### src/rtl/wkt_pkg.sv
package wkt_pkg;
  localparam int unsigned DIV_LOG = 4;  // largest kernel divide is 2**DIV_LOG
  localparam int unsigned SEL_W   = 3;
  localparam int unsigned ADDR_W  = 2;

  typedef enum logic [ADDR_W-1:0] {
    ADDR_CTRL   = 2'd0,
    ADDR_STAT   = 2'd1,
    ADDR_RELOAD = 2'd2
  } wkt_addr_e;

  // codes 11x stretch the reload by one extra MSB
  function automatic logic sel_ext(input logic [SEL_W-1:0] s);
    return s[2] & s[1];
  endfunction
endpackage

### src/rtl/wkt_tick_sel.sv
module wkt_tick_sel
  import wkt_pkg::*;
(
  input  logic             clk_i,
  input  logic             rst_ni,
  input  logic             sec_tick_i,
  input  logic [SEL_W-1:0] asel_i,
  output logic             tick_o
);
  localparam int unsigned N_DIV = 4;

  logic [DIV_LOG-1:0] pre_q;
  logic [N_DIV-1:0]   div_tick;

  always_ff @(posedge clk_i or negedge rst_ni)
    if (!rst_ni) pre_q <= '0;
    else         pre_q <= pre_q + 1'b1;

  // code i divides by 2**(DIV_LOG-i)
  for (genvar i = 0; i < N_DIV; i++) begin : g_div
    assign div_tick[i] = &pre_q[DIV_LOG-1-i:0];
  end

  assign tick_o = asel_i[2] ? sec_tick_i : div_tick[asel_i[1:0]];


  div16_gap_chk: assert property (@(posedge clk_i) disable iff (!rst_ni)
    (!asel_i[2] && asel_i[1:0] == 2'd0 && tick_o) |=> !tick_o);
endmodule

### src/rtl/wkt_regs.sv
module wkt_regs
  import wkt_pkg::*;
#(
  parameter int unsigned RELOAD_W = 16
) (
  input  logic                clk_i,
  input  logic                rst_ni,
  input  logic                we_i,
  input  logic [ADDR_W-1:0]   addr_i,
  input  logic [RELOAD_W-1:0] wdata_i,
  input  logic                tick_i,
  input  logic                flag_i,
  output logic [RELOAD_W-1:0] rdata_o,
  output logic                en_o,
  output logic                load_o,
  output logic                clr_o,
  output logic                irq_en_o,
  output logic [SEL_W-1:0]    asel_o,
  output logic [RELOAD_W:0]   eff_o,
  output logic                wr_ok_o
);
  localparam logic [1:0] SETTLE_DONE = 2'd2;

  logic                en_q, irq_en_q;
  logic [SEL_W-1:0]    sel_q, asel_q;
  logic [RELOAD_W-1:0] reload_q;
  logic [1:0]          settle_q;
  logic                ctrl_we, stat_we, rld_we, dis;

  assign ctrl_we = we_i && (addr_i == ADDR_CTRL);
  assign stat_we = we_i && (addr_i == ADDR_STAT);
  assign rld_we  = we_i && (addr_i == ADDR_RELOAD);

  assign wr_ok_o = !en_q && (settle_q == SETTLE_DONE);
  assign load_o  = ctrl_we && wdata_i[0] && wr_ok_o;
  assign dis     = ctrl_we && !wdata_i[0] && en_q;
  assign clr_o   = stat_we && !wdata_i[0];

  always_ff @(posedge clk_i or negedge rst_ni)
    if (!rst_ni) begin
      en_q     <= 1'b0;
      irq_en_q <= 1'b0;
      sel_q    <= '0;
      asel_q   <= '0;
      reload_q <= '0;
      settle_q <= SETTLE_DONE;
    end else begin
      if (ctrl_we) begin
        sel_q    <= wdata_i[SEL_W:1];
        irq_en_q <= wdata_i[SEL_W+1];
      end
      if (load_o) begin
        en_q   <= 1'b1;
        asel_q <= wdata_i[SEL_W:1];
      end else if (dis) begin
        en_q <= 1'b0;
      end
      if (dis)                                               settle_q <= '0;
      else if (!en_q && tick_i && settle_q != SETTLE_DONE)   settle_q <= settle_q + 1'b1;
      if (rld_we && wr_ok_o) reload_q <= wdata_i;
    end

  // on load the new select decides the extension
  assign eff_o = {load_o ? sel_ext(wdata_i[SEL_W:1]) : sel_ext(asel_q), reload_q};

  always_comb begin
    rdata_o = '0;
    unique case (addr_i)
      ADDR_CTRL:   rdata_o[SEL_W+1:0] = {irq_en_q, sel_q, en_q};
      ADDR_STAT:   rdata_o[1:0]       = {wr_ok_o, flag_i};
      ADDR_RELOAD: rdata_o            = reload_q;
      default:     rdata_o            = '0;
    endcase
  end

  assign en_o     = en_q;
  assign irq_en_o = irq_en_q;
  assign asel_o   = asel_q;


  reload_lock_chk: assert property (@(posedge clk_i) disable iff (!rst_ni)
    !wr_ok_o |=> $stable(reload_q));

  asel_hold_chk: assert property (@(posedge clk_i) disable iff (!rst_ni)
    (en_q && $past(en_q)) |-> $stable(asel_q));

  settle_gap_chk: assert property (@(posedge clk_i) disable iff (!rst_ni)
    $fell(en_q) |-> !wr_ok_o);
endmodule

### src/rtl/wkt_counter.sv
module wkt_counter #(
  parameter int unsigned RELOAD_W = 16
) (
  input  logic              clk_i,
  input  logic              rst_ni,
  input  logic              en_i,
  input  logic              load_i,
  input  logic              tick_i,
  input  logic              clr_i,
  input  logic [RELOAD_W:0] eff_i,
  output logic              flag_o
);
  logic [RELOAD_W:0] cnt_q;
  logic              expire;

  assign expire = en_i && !load_i && tick_i && (cnt_q == '0);

  always_ff @(posedge clk_i or negedge rst_ni)
    if (!rst_ni) begin
      cnt_q  <= '0;
      flag_o <= 1'b0;
    end else begin
      if (load_i)              cnt_q <= eff_i;
      else if (en_i && tick_i) cnt_q <= (cnt_q == '0) ? eff_i : cnt_q - 1'b1;
      if (expire)      flag_o <= 1'b1;  // set beats clear
      else if (clr_i)  flag_o <= 1'b0;
    end


  expire_chk: assert property (@(posedge clk_i) disable iff (!rst_ni)
    (en_i && !load_i && tick_i && cnt_q == '0) |=> flag_o);

  cnt_hold_chk: assert property (@(posedge clk_i) disable iff (!rst_ni)
    (en_i && !load_i && !tick_i) |=> $stable(cnt_q));

  flag_sticky_chk: assert property (@(posedge clk_i) disable iff (!rst_ni)
    (flag_o && !clr_i) |=> flag_o);
endmodule

### src/rtl/wkup_timer.sv
module wkup_timer
  import wkt_pkg::*;
#(
  parameter int unsigned RELOAD_W = 16
) (
  input  logic                clk_i,
  input  logic                rst_ni,
  input  logic                sec_tick_i,
  input  logic                reg_we_i,
  input  logic [ADDR_W-1:0]   reg_addr_i,
  input  logic [RELOAD_W-1:0] reg_wdata_i,
  output logic [RELOAD_W-1:0] reg_rdata_o,
  output logic                wkup_flag_o,
  output logic                irq_o,
  output logic                wr_ok_o
);
  logic              tick, en, load, clr, irq_en;
  logic [SEL_W-1:0]  asel;
  logic [RELOAD_W:0] eff;

  wkt_tick_sel i_tick (
    .clk_i, .rst_ni, .sec_tick_i, .asel_i(asel), .tick_o(tick)
  );

  wkt_regs #(.RELOAD_W(RELOAD_W)) i_regs (
    .clk_i, .rst_ni, .we_i(reg_we_i), .addr_i(reg_addr_i), .wdata_i(reg_wdata_i),
    .tick_i(tick), .flag_i(wkup_flag_o), .rdata_o(reg_rdata_o), .en_o(en),
    .load_o(load), .clr_o(clr), .irq_en_o(irq_en), .asel_o(asel), .eff_o(eff),
    .wr_ok_o
  );

  wkt_counter #(.RELOAD_W(RELOAD_W)) i_cnt (
    .clk_i, .rst_ni, .en_i(en), .load_i(load), .tick_i(tick), .clr_i(clr),
    .eff_i(eff), .flag_o(wkup_flag_o)
  );

  assign irq_o = wkup_flag_o & irq_en;


  irq_gate_chk: assert property (@(posedge clk_i) disable iff (!rst_ni)
    (!wkup_flag_o || !irq_en) |-> !irq_o);
endmodule

### config.mk
export PLATFORM = sky130hd
export DESIGN_NAME = wkup_timer
export DESIGN_NICKNAME = d
export VERILOG_FILES = /design/src/rtl/wkt_pkg.sv /design/src/rtl/wkt_tick_sel.sv /design/src/rtl/wkt_regs.sv /design/src/rtl/wkt_counter.sv /design/src/rtl/wkup_timer.sv
export SDC_FILE = /design/constraint.sdc
export NUM_CORES = 1
export LEC_CHECK = 0
export ABC_AREA = 0
export CORE_MARGIN = 2
export CORE_UTILIZATION = 57
export CTS_BUF_LIST = sky130_fd_sc_hd__clkbuf_4
export DETAILED_ROUTE_END_ITERATION = 10
export GPL_ROUTABILITY_DRIVEN = 0
export PLACE_DENSITY_LB_ADDON = 0.08
export SYNTH_ARGS = -nofsm -noshare
export SYNTH_HDL_FRONTEND = slang
export SYNTH_HIERARCHICAL = 1
export SYNTH_SLANG_ARGS = --single-unit
export TNS_END_PERCENT = 10
### constraint.sdc
create_clock -name clk_i -period 3.3 [get_ports clk_i]
set_input_delay 0.66 -clock clk_i [delete_from_list [all_inputs] [get_ports clk_i]]
set_output_delay 0.66 -clock clk_i [all_outputs]
set_load 0.01 [all_outputs]
==> results.md, run 1 <==
* Status: finished clean
* Commonest non-fill, non-tap cell in the layout: dfrtp_1
* DP Worst Slack at a little under 0.3 ns
* FILL cells at around 380
* Initial Utilization at 0.596
* Top post-synthesis cells by area: dfrtp_1 41%, mux2_4 6.8%, mux2_2 3.9%
* Number of synthesized register bits at between 40 and 50
* Setup Buffers After CTS at 0
* Layout cells sized above 1 at 0.193
* Die Y at 74.7 um
* Clock latency on the worst-skew pair at 0.37 ns
* Diodes inserted at 0
* Leakage at between 1 and 1.5 nW
* Die X-Extent at 74.7 um
* CP max FO at 14
* Grt met2 use at 0.347
* FMAX at about 330 MHz
* Wire length of the first global-routing pass at ~10000 um
* Setup Viol. Count Final at 0
* Syn Std Cell Area at 2850 um^2
* Worst reg2reg path depth at 10
* Commonest non-fill, non-tap cells in the layout: 47 x dfrtp_1, 39 x clkdlybuf4s50_1, 17 x nand2_1
* Worst setup margin at between 0.2 and 0.3 ns
* Multi-input combinational cell area at ~1500 um^2
* Setup Skew at 0.0123 ns
* Post-Syn Area per Cell at 11.1 um^2
* Clock buffer depth at 2
* Most common cell on crit path: clkdlybuf4s50_1
* Critical Path Start Type: input pin
* Die ar. at between 5000 and 6000 um^2
* CTS H-tree depth at 2
* Cell variety after synth at between 60 and 70
* Crit path from: reg_addr_i[0]
* Power per cell area at 512 nW/um^2
* Post-synth EDFFs at 0
* R2R Path End: i_cnt/cnt_q[12]
* FFs w/ async S/R, synth at 1.00
* Final max-slew violation count at 0
* Unrepaired setup endpoints after global routing: false
* Clock-pin slew on the worst setup and hold paths at between 0.1 and 0.15 ns
* DRT Wirelength at 6200 um
* Vias per cell at 5.78
* Reg-to-reg critical path startpoint: i_tick/pre_q[0]
* Grt peak-use layer: met1
* Num rows at 25
* GRT overflow at 0
* Total clock sinks at 48
* CP peak stage delay at a little under 0.6 ns
* Worst Setup End Kind: primary output
* Register area at 1200 um^2
* Post-Syn Instances at ~260
* Met1 GRT Util at 0.357
* Total Neg Setup Slack at 0 ns
* CP Cell Sequence: clkdlybuf4s50_1, nor2b_4, and2_1, clkdlybuf4s50_1
* Initial antenna violation count at 0
* WL/cell at approximately 17 um
* Tmin final at 3.00 ns
* Top FF cell, synth: dfrtp_1
* Yosys warnings at 6
* Max_slew headroom at 0.277
* Initial DRC count at about 150
* Least-Margin Pin Slew at about 1.1 ns
* Area Overhead vs Synth at 17.1%
* Via count at ~2,100
* Largest area contributor in the netlist: dfrtp_1
* Total Routing Usage GR at 0.234
* Port Buffer Count at 40
* Largest net degree at the start of global routing at 49
* Remaining antenna violation count at 0
* Reported max-cap violation count at 0
* Worst vdd ir at around 0.0003 V
* Critical Path AT at between 2 and 2.5 ns
* CTS resizes at 0
* Boundary pin count at slightly above 40
* Drt drc at 0
* Pre-antenna DRT Iters at 4
* Layout net count at around 330
* Syn_nets at about 290
* WS Path Type: in2out
* DP Wirelength at around 4400 um
* CTS tree: yes
* Final Cycle Share at 0.910
* Root Driver: clkbuf_4
* Core box area at approximately 4800 um^2
* Met3 Track Usage GR at 0.0281
* Hold Buf Count CTS at 0
* Num CTS Buffers at 5
* Required @ worst endpoint at roughly 2.6 ns
* Slowest cell on crit path: clkdlybuf4s50_1
* R2R setup slack at around 0.70 ns
* Fin. Hold Viols at 0
* Layout Utilization at 0.698
* Hold WC Path Type: in2async
* Synth top area share at 0.412
* Number of global-route vias before repair at 2,050
* Sequential cell area fraction in the yosys report at 0.421
* Worst Setup EP: reg_rdata_o[15]
[final cells by class]
| cell class | count | area share |
|---|---|---|
| Inverter | 12 | 0.0135 |
| Tap cell | 67 | 0.0251 |
| Timing Repair Buffer | 47 | 0.134 |
| Multi-Input combinational cell | 186 | 0.452 |
| Sequential cell | 48 | 0.360 |
| Clock inverter | 3 | 0.00412 |
| Clock buffer | 5 | 0.0112 |
[worst max-delay path, delay by kind of cell]
kind | cells | cell delay, ns
buffers and inverters | 2 | 1.13
AND/OR/NAND/NOR | 2 | 0.55
[flip-flops by register name (all words and copies together) (netlist names)]
signal	cells
i_cnt/cnt_q	17
i_cnt/flag_o	1
i_regs/asel_o	3
i_regs/en_o	1
i_regs/irq_en_o	1
i_regs/reload_q	16
i_regs/sel_q	3
i_regs/settle_q	2
i_tick/pre_q	4
[metal layers]
metal  share of wire  vias to the layer above  wire, um
met4           0.012                        0        75
met5               0                        -         0
met3           0.044                        7       270
met2            0.44                       60      2730
li1                -                     1044         -
met1            0.50                     1015      3120
[cell families (layout without fill, tap and decap cells)]
| family | after synthesis | in the layout | synth area share |
|---|---|---|---|
| simple gates | 94 | 94 | 0.218 |
| compound gates | 53 | 53 | 0.143 |
| flops | 48 | 48 | 0.421 |
| mux | 32 | 32 | 0.139 |
| buf+inv | 24 | 67 | 0.0491 |
| fa+ha+maj | 5 | 5 | 0.0219 |
| xor+xnor | 2 | 2 | 0.00614 |
[worst min-delay path by stage]
stage	start	endpoint	slack [ns]	cells after the start
2_1_floorplan	rst_ni	i_cnt/cnt_q[0]	0.36	0
4_1_cts	i_tick/pre_q[3]	i_tick/pre_q[3]	0.49	1
6_report	rst_ni	i_tick/pre_q[2]	0.47	1
3_5_place_dp	i_tick/pre_q[3]	i_tick/pre_q[3]	0.47	1
3_3_place_gp	i_tick/pre_q[3]	i_tick/pre_q[3]	0.46	1
5_1_grt	i_tick/pre_q[3]	i_tick/pre_q[3]	0.50	1
[through the flow]
stage	hold slack (ns)	power (mW)	cells	area, um^2
6_report	0.471	1.71	368	3340
5_1_grt	0.502	1.81	368	3340
4_1_cts	0.491	1.71	368	3340
3_5_place_dp	0.469	1.44	360	3290
3_3_place_gp	0.464	1.43	360	3290
2_1_floorplan	0.364	1.23	258	2850
[cells in the mapped netlist (4+ instances only)]
cell       n
a211o_1    4
buf_6      6
nand4_1    5
dfrtp_1   47
mux2i_1    9
a21oi_1    9
mux2_2    10
nor3_1     6
o21ai_0    4
clkbuf_1   4
nand2_1   17
nand3_1    7
ha_1       5
and2_1    13
o21ai_1    7
mux2_4    13
nor2_1    14
inv_1     12
[where the power goes]
| part | switching [mW] | total (mW) | internal [mW] |
|---|---|---|---|
| Combinational | 0.228 | 0.548 | 0.320 |
| Clock | 0.194 | 0.272 | 0.0787 |
| Sequential | 0.156 | 0.889 | 0.733 |
| Total | 0.578 | 1.71 | 1.13 |
Power figures use the tool's default switching activity.
==> inputs of run 2 (changes only) <==
CELL_PAD_IN_SITES_DETAIL_PLACEMENT = 2   (was default)
CELL_PAD_IN_SITES_GLOBAL_PLACEMENT = 2   (was default)
CORE_UTILIZATION = 37   (was 57)
SLEW_MARGIN = 25   (was default)
==> run 2 against run 1 <==
  * Critical path depth up 1
  * Combinational power up 5.3%
  * First-iteration DRC count down 62%
  * Via count up 4.7%
  * Power up 7.7%
  * Clock skew down 0.0022 ns
  * Highest routed layer unchanged
==> results.md, run 2 (synthesis gave the netlist of run 1 again) <==
* Status: finished clean
* Boundary pin count at 41
* Hold Buf Count CTS at 0
* GRT overflow at 0
* Layout net count at 330
* FILL cells at between 800 and 900
* Vias per cell at roughly 5.5
* Clock power share at 0.197
* WS Path Type: reg2out
* Worst Setup End Kind: primary output
* DP Area at around 3400 um^2
* Total clock sinks at 48
* Hold WC Path Type: in2async
* FMAX at around 330 MHz
* Combinational fraction of design power at 0.313
* Die Y at 91.8 um
* Power per cell area at 534 nW/um^2
* Least-Margin Pin Slew at approximately 0.76 ns
* Die ar. at 8430 um^2
* Worst setup margin at 0.311 ns
* Net Sw Frac at 0.333
* Pre-antenna DRT Iters at 4
* R2R setup slack at about 0.69 ns
* Worst reg2reg path depth at 9
* Crit path from: i_regs/settle_q[1]
* CP Cell Sequence: ha_1, nor2b_2, mux2i_1, o21ai_0, clkdlybuf4s50_1
* Via count at between 2,000 and 2,500
* Initial DRC count at 59
* Wire length of the first global-routing pass at 13,400 um
* Area Overhead vs Synth at 20.9%
* DRT Wirelength at 8010 um
* Total Routing Usage GR at 0.204
* Unrepaired setup endpoints after global routing: false
* Reg-to-reg critical path startpoint: i_tick/pre_q[0]
* Multi-input combinational cell area at 1510 um^2
* Diodes inserted at 0
* Required @ worst endpoint at ~2.6 ns
* DP Wirelength at approximately 6100 um
* Drt drc at 0
* CP max FO at 4
* Slowest cell on crit path: dfstp_2
* Design Area, Final at 3450 um^2
* Initial antenna violation count at 0
* Total Neg Setup Slack at 0 ns
* Biggest register: i_cnt/cnt_q
* Internal power at around 1.2 mW
* CP peak stage delay at approximately 0.57 ns
* Fin. Hold Viols at 0
* Layout cells sized above 1 at 0.204
* DP Worst Slack at 0.393 ns
* Worst Setup EP: reg_rdata_o[1]
* Max_slew headroom at 0.488
* Reported max-cap violation count at 0
* CTS H-tree depth at 2
* Biggest regs: i_cnt/cnt_q: 17 flops, i_regs/reload_q: 16 flops, i_tick/pre_q: 4 flops
* CTS tree: yes
* R2R Path End: i_cnt/cnt_q[9]
* Clock latency on the worst-skew pair at around 0.37 ns
* Port Buffer Count at 40
* Setup Buffers After CTS at 0
* Sequential Power Share at 0.490
* Clock buffer depth at 2
* Hold WS at roughly 0.23 ns
* Core box area at around 7600 um^2
* Initial Utilization at 0.375
* Commonest non-fill, non-tap cells in the layout: 47 x dfrtp_1, 39 x clkdlybuf4s50_1, 17 x nand2_1
* Clock-pin slew on the worst setup and hold paths at about 0.15 ns
* Remaining antenna violation count at 0
* WL/cell at ~20 um
* Final Cycle Share at 0.906
* Critical Path Start Type: register
* Setup Viol. Count Final at 0
* Tmin final at between 2 and 3 ns
* Root Driver: clkbuf_4
* Max reg flops at 17
* Register area at about 1200 um^2
* Number of global-route vias before repair at about 2,500
* CTS resizes at 0
* Critical Path AT at 2.33 ns
* Commonest non-fill, non-tap cell in the layout: dfrtp_1
* Num CTS Buffers at 5
* Largest net degree at the start of global routing at 19
* Setup Skew at 0.0101 ns
* Worst vdd ir at ~0.00022 V
* Die X-Extent at slightly above 90 um
* Final max-slew violation count at 0
* Leakage at 1.46 nW
* Num rows at 32
* Switching pwr at a little over 0.6 mW
## run 2: changes by cell type in the layout (fill, tap and decap cells not counted), sizes merged
cell    delta
clkinv     -2
buf        +3
clkbuf     +1
bufinv     +1
## run 2: power by group through the flow
stage                     Combinational, mW  Clock (mW)  Sequential, mW
after floorplan                       0.383           0           0.846
after global placement                0.558           0           0.904
after detailed placement              0.580           0           0.917
after CTS                             0.584       0.378           0.904
after global routing                  0.633       0.397           0.925
final                                 0.577       0.362           0.901
## run 2: stage by stage
stage | util | std cells | total power [mW]
CTS | 0.453 | 406 | 1.87
global placement | 0.443 | 398 | 1.46
global route | 0.453 | 406 | 1.95
floorplan | - | 258 | 1.23
detailed placement | 0.443 | 398 | 1.50
finish | 0.453 | 406 | 1.84
## run 2: worst min path at each step
stage,start,endpoint,slack (ns),cells past startpoint
after floorplan,rst_ni,i_cnt/cnt_q[0],0.36,0
after global placement,i_tick/pre_q[3],i_tick/pre_q[3],0.48,1
after detailed placement,i_tick/pre_q[3],i_tick/pre_q[3],0.49,1
after CTS,rst_ni,i_regs/reload_q[4],0.21,1
after global routing,rst_ni,i_regs/reload_q[4],0.23,1
final,rst_ni,i_regs/reload_q[4],0.23,1
## run 2: routing by layer
| layer | share of wire | routed length, um | global-route usage |
|---|---|---|---|
| met5 | 0 | 0 | 0 |
| met4 | 0.0092 | 74 | 0.0448 |
| met3 | 0.019 | 149 | 0.0271 |
| met2 | 0.49 | 3900 | 0.333 |
| met1 | 0.49 | 3890 | 0.290 |
## run 2: final cells by class
cell class	count	area share
clock buffer	6	0.0131
clock inverter	2	0.0102
inverter	12	0.0131
multi-input combinational	186	0.438
sequential	48	0.349
tap	102	0.0370
timing repair buffer	50	0.140
## run 2: worst max-delay path: cells and delay by family, from the launching register on
family	cells	cell delay [ns]
flip-flops	1	0.57
buffers and inverters	1	0.56
AND/OR/NAND/NOR	1	0.32
AO/OA/AOI/OAI	1	0.18
adder cells (fa/ha/maj)	1	0.17
multiplexers	1	0.16
==> inputs of run 3 (changes only) <==
MAX_ROUTING_LAYER = met4   (was default)
RECOVER_POWER = 25   (was default)
SKIP_CTS_REPAIR_TIMING = 1   (was default)
==> run 3 against run 2 <==
  * Non-clock buffer count stayed put
  * Via count hardly changed
  * Final area is 0.15% lower
  * Clock power hardly changed
  * Worst setup slack worse by 0.00061 ns
  * Cell count stayed put
  * Clock skew is 0.00067 ns higher
  * Core utilization is 0.066 points lower
  * Sequential power hardly changed
==> results.md, run 3 (synthesis gave the netlist of run 1 again) <==
* WP buf/inv at 1
* CTS tree: yes
* GRT overflow at 0
* Port Buffer Count at 40
* Die ar. at 8430 um^2
* Max reg flops at 17
* Worst vdd ir at 0.000221 V
* FMAX at ~330 MHz
* Worst Setup End Kind: primary output
* Unrepaired setup endpoints after global routing: false
* Via count at between 2,000 and 2,500
* CP delay by family, top: flip-flops
* Number of global-route vias before repair at ~2,500
* Crit path from: i_regs/settle_q[1]
* Hold WC Path Type: in2async
* Clock buffer depth at 2
* Switching pwr at 0.612 mW
* Num CTS Buffers at 5
* Design Area, Final at 3440 um^2
* Layout cells sized above 1 at 0.197
* Vias per cell at ~5.5
* Power per cell area at roughly 530 nW/um^2
* Biggest regs: i_cnt/cnt_q: 17 flops, i_regs/reload_q: 16 flops, i_tick/pre_q: 4 flops
* Reg-to-reg critical path startpoint: i_tick/pre_q[0]
* Largest net degree at the start of global routing at 19
* Area Overhead vs Synth at 20.7%
* Final max-slew violation count at 0
* Slowest cell on crit path: dfstp_2
* DP Wirelength at 6140 um
* Pre-antenna DRT Iters at 4
* Tmin final at ~3.0 ns
* Setup Skew at between 0.01 and 0.015 ns
* Die Y at between 90 and 100 um
* Commonest non-fill, non-tap cell in the layout: dfrtp_1
* DRT Wirelength at about 8000 um
* Status: finished clean
* Commonest non-fill, non-tap cells in the layout: 47 x dfrtp_1, 39 x clkdlybuf4s50_1, 17 x nand2_1
* Reported max-cap violation count at 0
* Sequential Power Share at 0.490
* Die X-Extent at 91.8 um
* Total Neg Setup Slack at 0 ns
* Leakage at about 1.5 nW
* Least-Margin Pin Slew at between 1 and 1.5 ns
* Required @ worst endpoint at 2.64 ns
* Clock power share at 0.197
* Biggest register: i_cnt/cnt_q
* Initial antenna violation count at 0
* FILL cells at roughly 810
* Net Sw Frac at 0.333
* Internal power at 1.23 mW
* Initial Utilization at 0.375
* WS Path Type: reg2out
* WL/cell at around 20 um
* Core box area at between 7000 and 8000 um^2
* CTS H-tree depth at 2
* Clock-pin slew on the worst setup and hold paths at around 0.14 ns
* Diodes inserted at 0
* Setup Viol. Count Final at 0
* Boundary pin count at 41
* Wire length of the first global-routing pass at about 13,000 um
* Clock latency on the worst-skew pair at between 0.3 and 0.4 ns
* Total clock sinks at between 40 and 50
* Drt drc at 0
* Total Routing Usage GR at 0.210
* Fin. Hold Viols at 0
* Root Driver: clkbuf_4
* Initial DRC count at between 60 and 70
* Remaining antenna violation count at 0
* Critical Path Start Type: register
* DP Area at around 3400 um^2
* Max_slew headroom at 0.220
* CP Cell Sequence: ha_1, nor2b_2, mux2i_1, o21ai_0, clkdlybuf4s50_1
* Num rows at 32
* Combinational fraction of design power at 0.313
* CP peak stage delay at approximately 0.57 ns
* Final Cycle Share at 0.906
* Critical Path AT at 2.33 ns
* CP max FO at 4
* Layout net count at 330
## run 3: path summary, 6_finish.rpt
path / endpoint / slack [ns] / cells after the start
min reg2reg: i_tick/pre_q[3] / 0.50 / 1
max: reg_rdata_o[1] / 0.31 / 5
max in group asynchronous: i_regs/reload_q[12] / 1.56 / 2
min: i_regs/asel_o[1] / 0.49 / 1
min in group clk_i: i_tick/pre_q[3] / 0.50 / 1
max reg2reg: i_cnt/cnt_q[9] / 0.70 / 9
## run 3: worst reg2reg max path, cell delays in order (launching register included)
cell and delay [ns]:
dfrtp_1 0.45, ha_1 0.23, ha_1 0.18, mux2i_1 0.14, nor3b_1 0.07, a211o_1 0.35
a21oi_2 0.44, buf_4 0.24, nor4_1 0.05, a311o_1 0.34
## run 3: layout make-up
cell class	instances	area (um^2)	area share
clock inverters	2	35.0	0.0102
repair buffers	50	478	0.139
clock buffers	6	45.0	0.0131
well taps	102	128	0.0371
multi-input cells	186	1510	0.439
inverters	12	45.0	0.0131
flip-flops and latches	48	1200	0.349
## run 3: power groups by stage
stage / Clock (mW) / Sequential (mW) / Combinational (mW)
2_1_floorplan: 0 / 0.846 / 0.383
3_3_place_gp: 0 / 0.904 / 0.558
3_5_place_dp: 0 / 0.917 / 0.580
4_1_cts: 0.378 / 0.904 / 0.584
5_1_grt: 0.397 / 0.925 / 0.633
6_report: 0.362 / 0.901 / 0.575
## run 3: stage by stage
| step | hold slack [ns] | setup WS [ns] | instances | util | power, mW |
|---|---|---|---|---|---|
| floorplan | 0.364 | 0.749 | 258 | - | 1.23 |
| global placement | 0.477 | 0.423 | 398 | 0.443 | 1.46 |
| CTS | 0.214 | 0.279 | 406 | 0.453 | 1.87 |
| finish | 0.487 | 0.310 | 406 | 0.453 | 1.84 |
| global route | 0.529 | 0.139 | 406 | 0.453 | 1.95 |
| detailed placement | 0.495 | 0.393 | 398 | 0.443 | 1.50 |
## run 3: per-layer routing
metal,wire (um),GRT usage,vias up
met2,3890,0.335,28
met3,153,0.0271,6
met5,0,-,-
li1,-,-,1045
met1,3910,0.289,1149
met4,74,0.0448,0
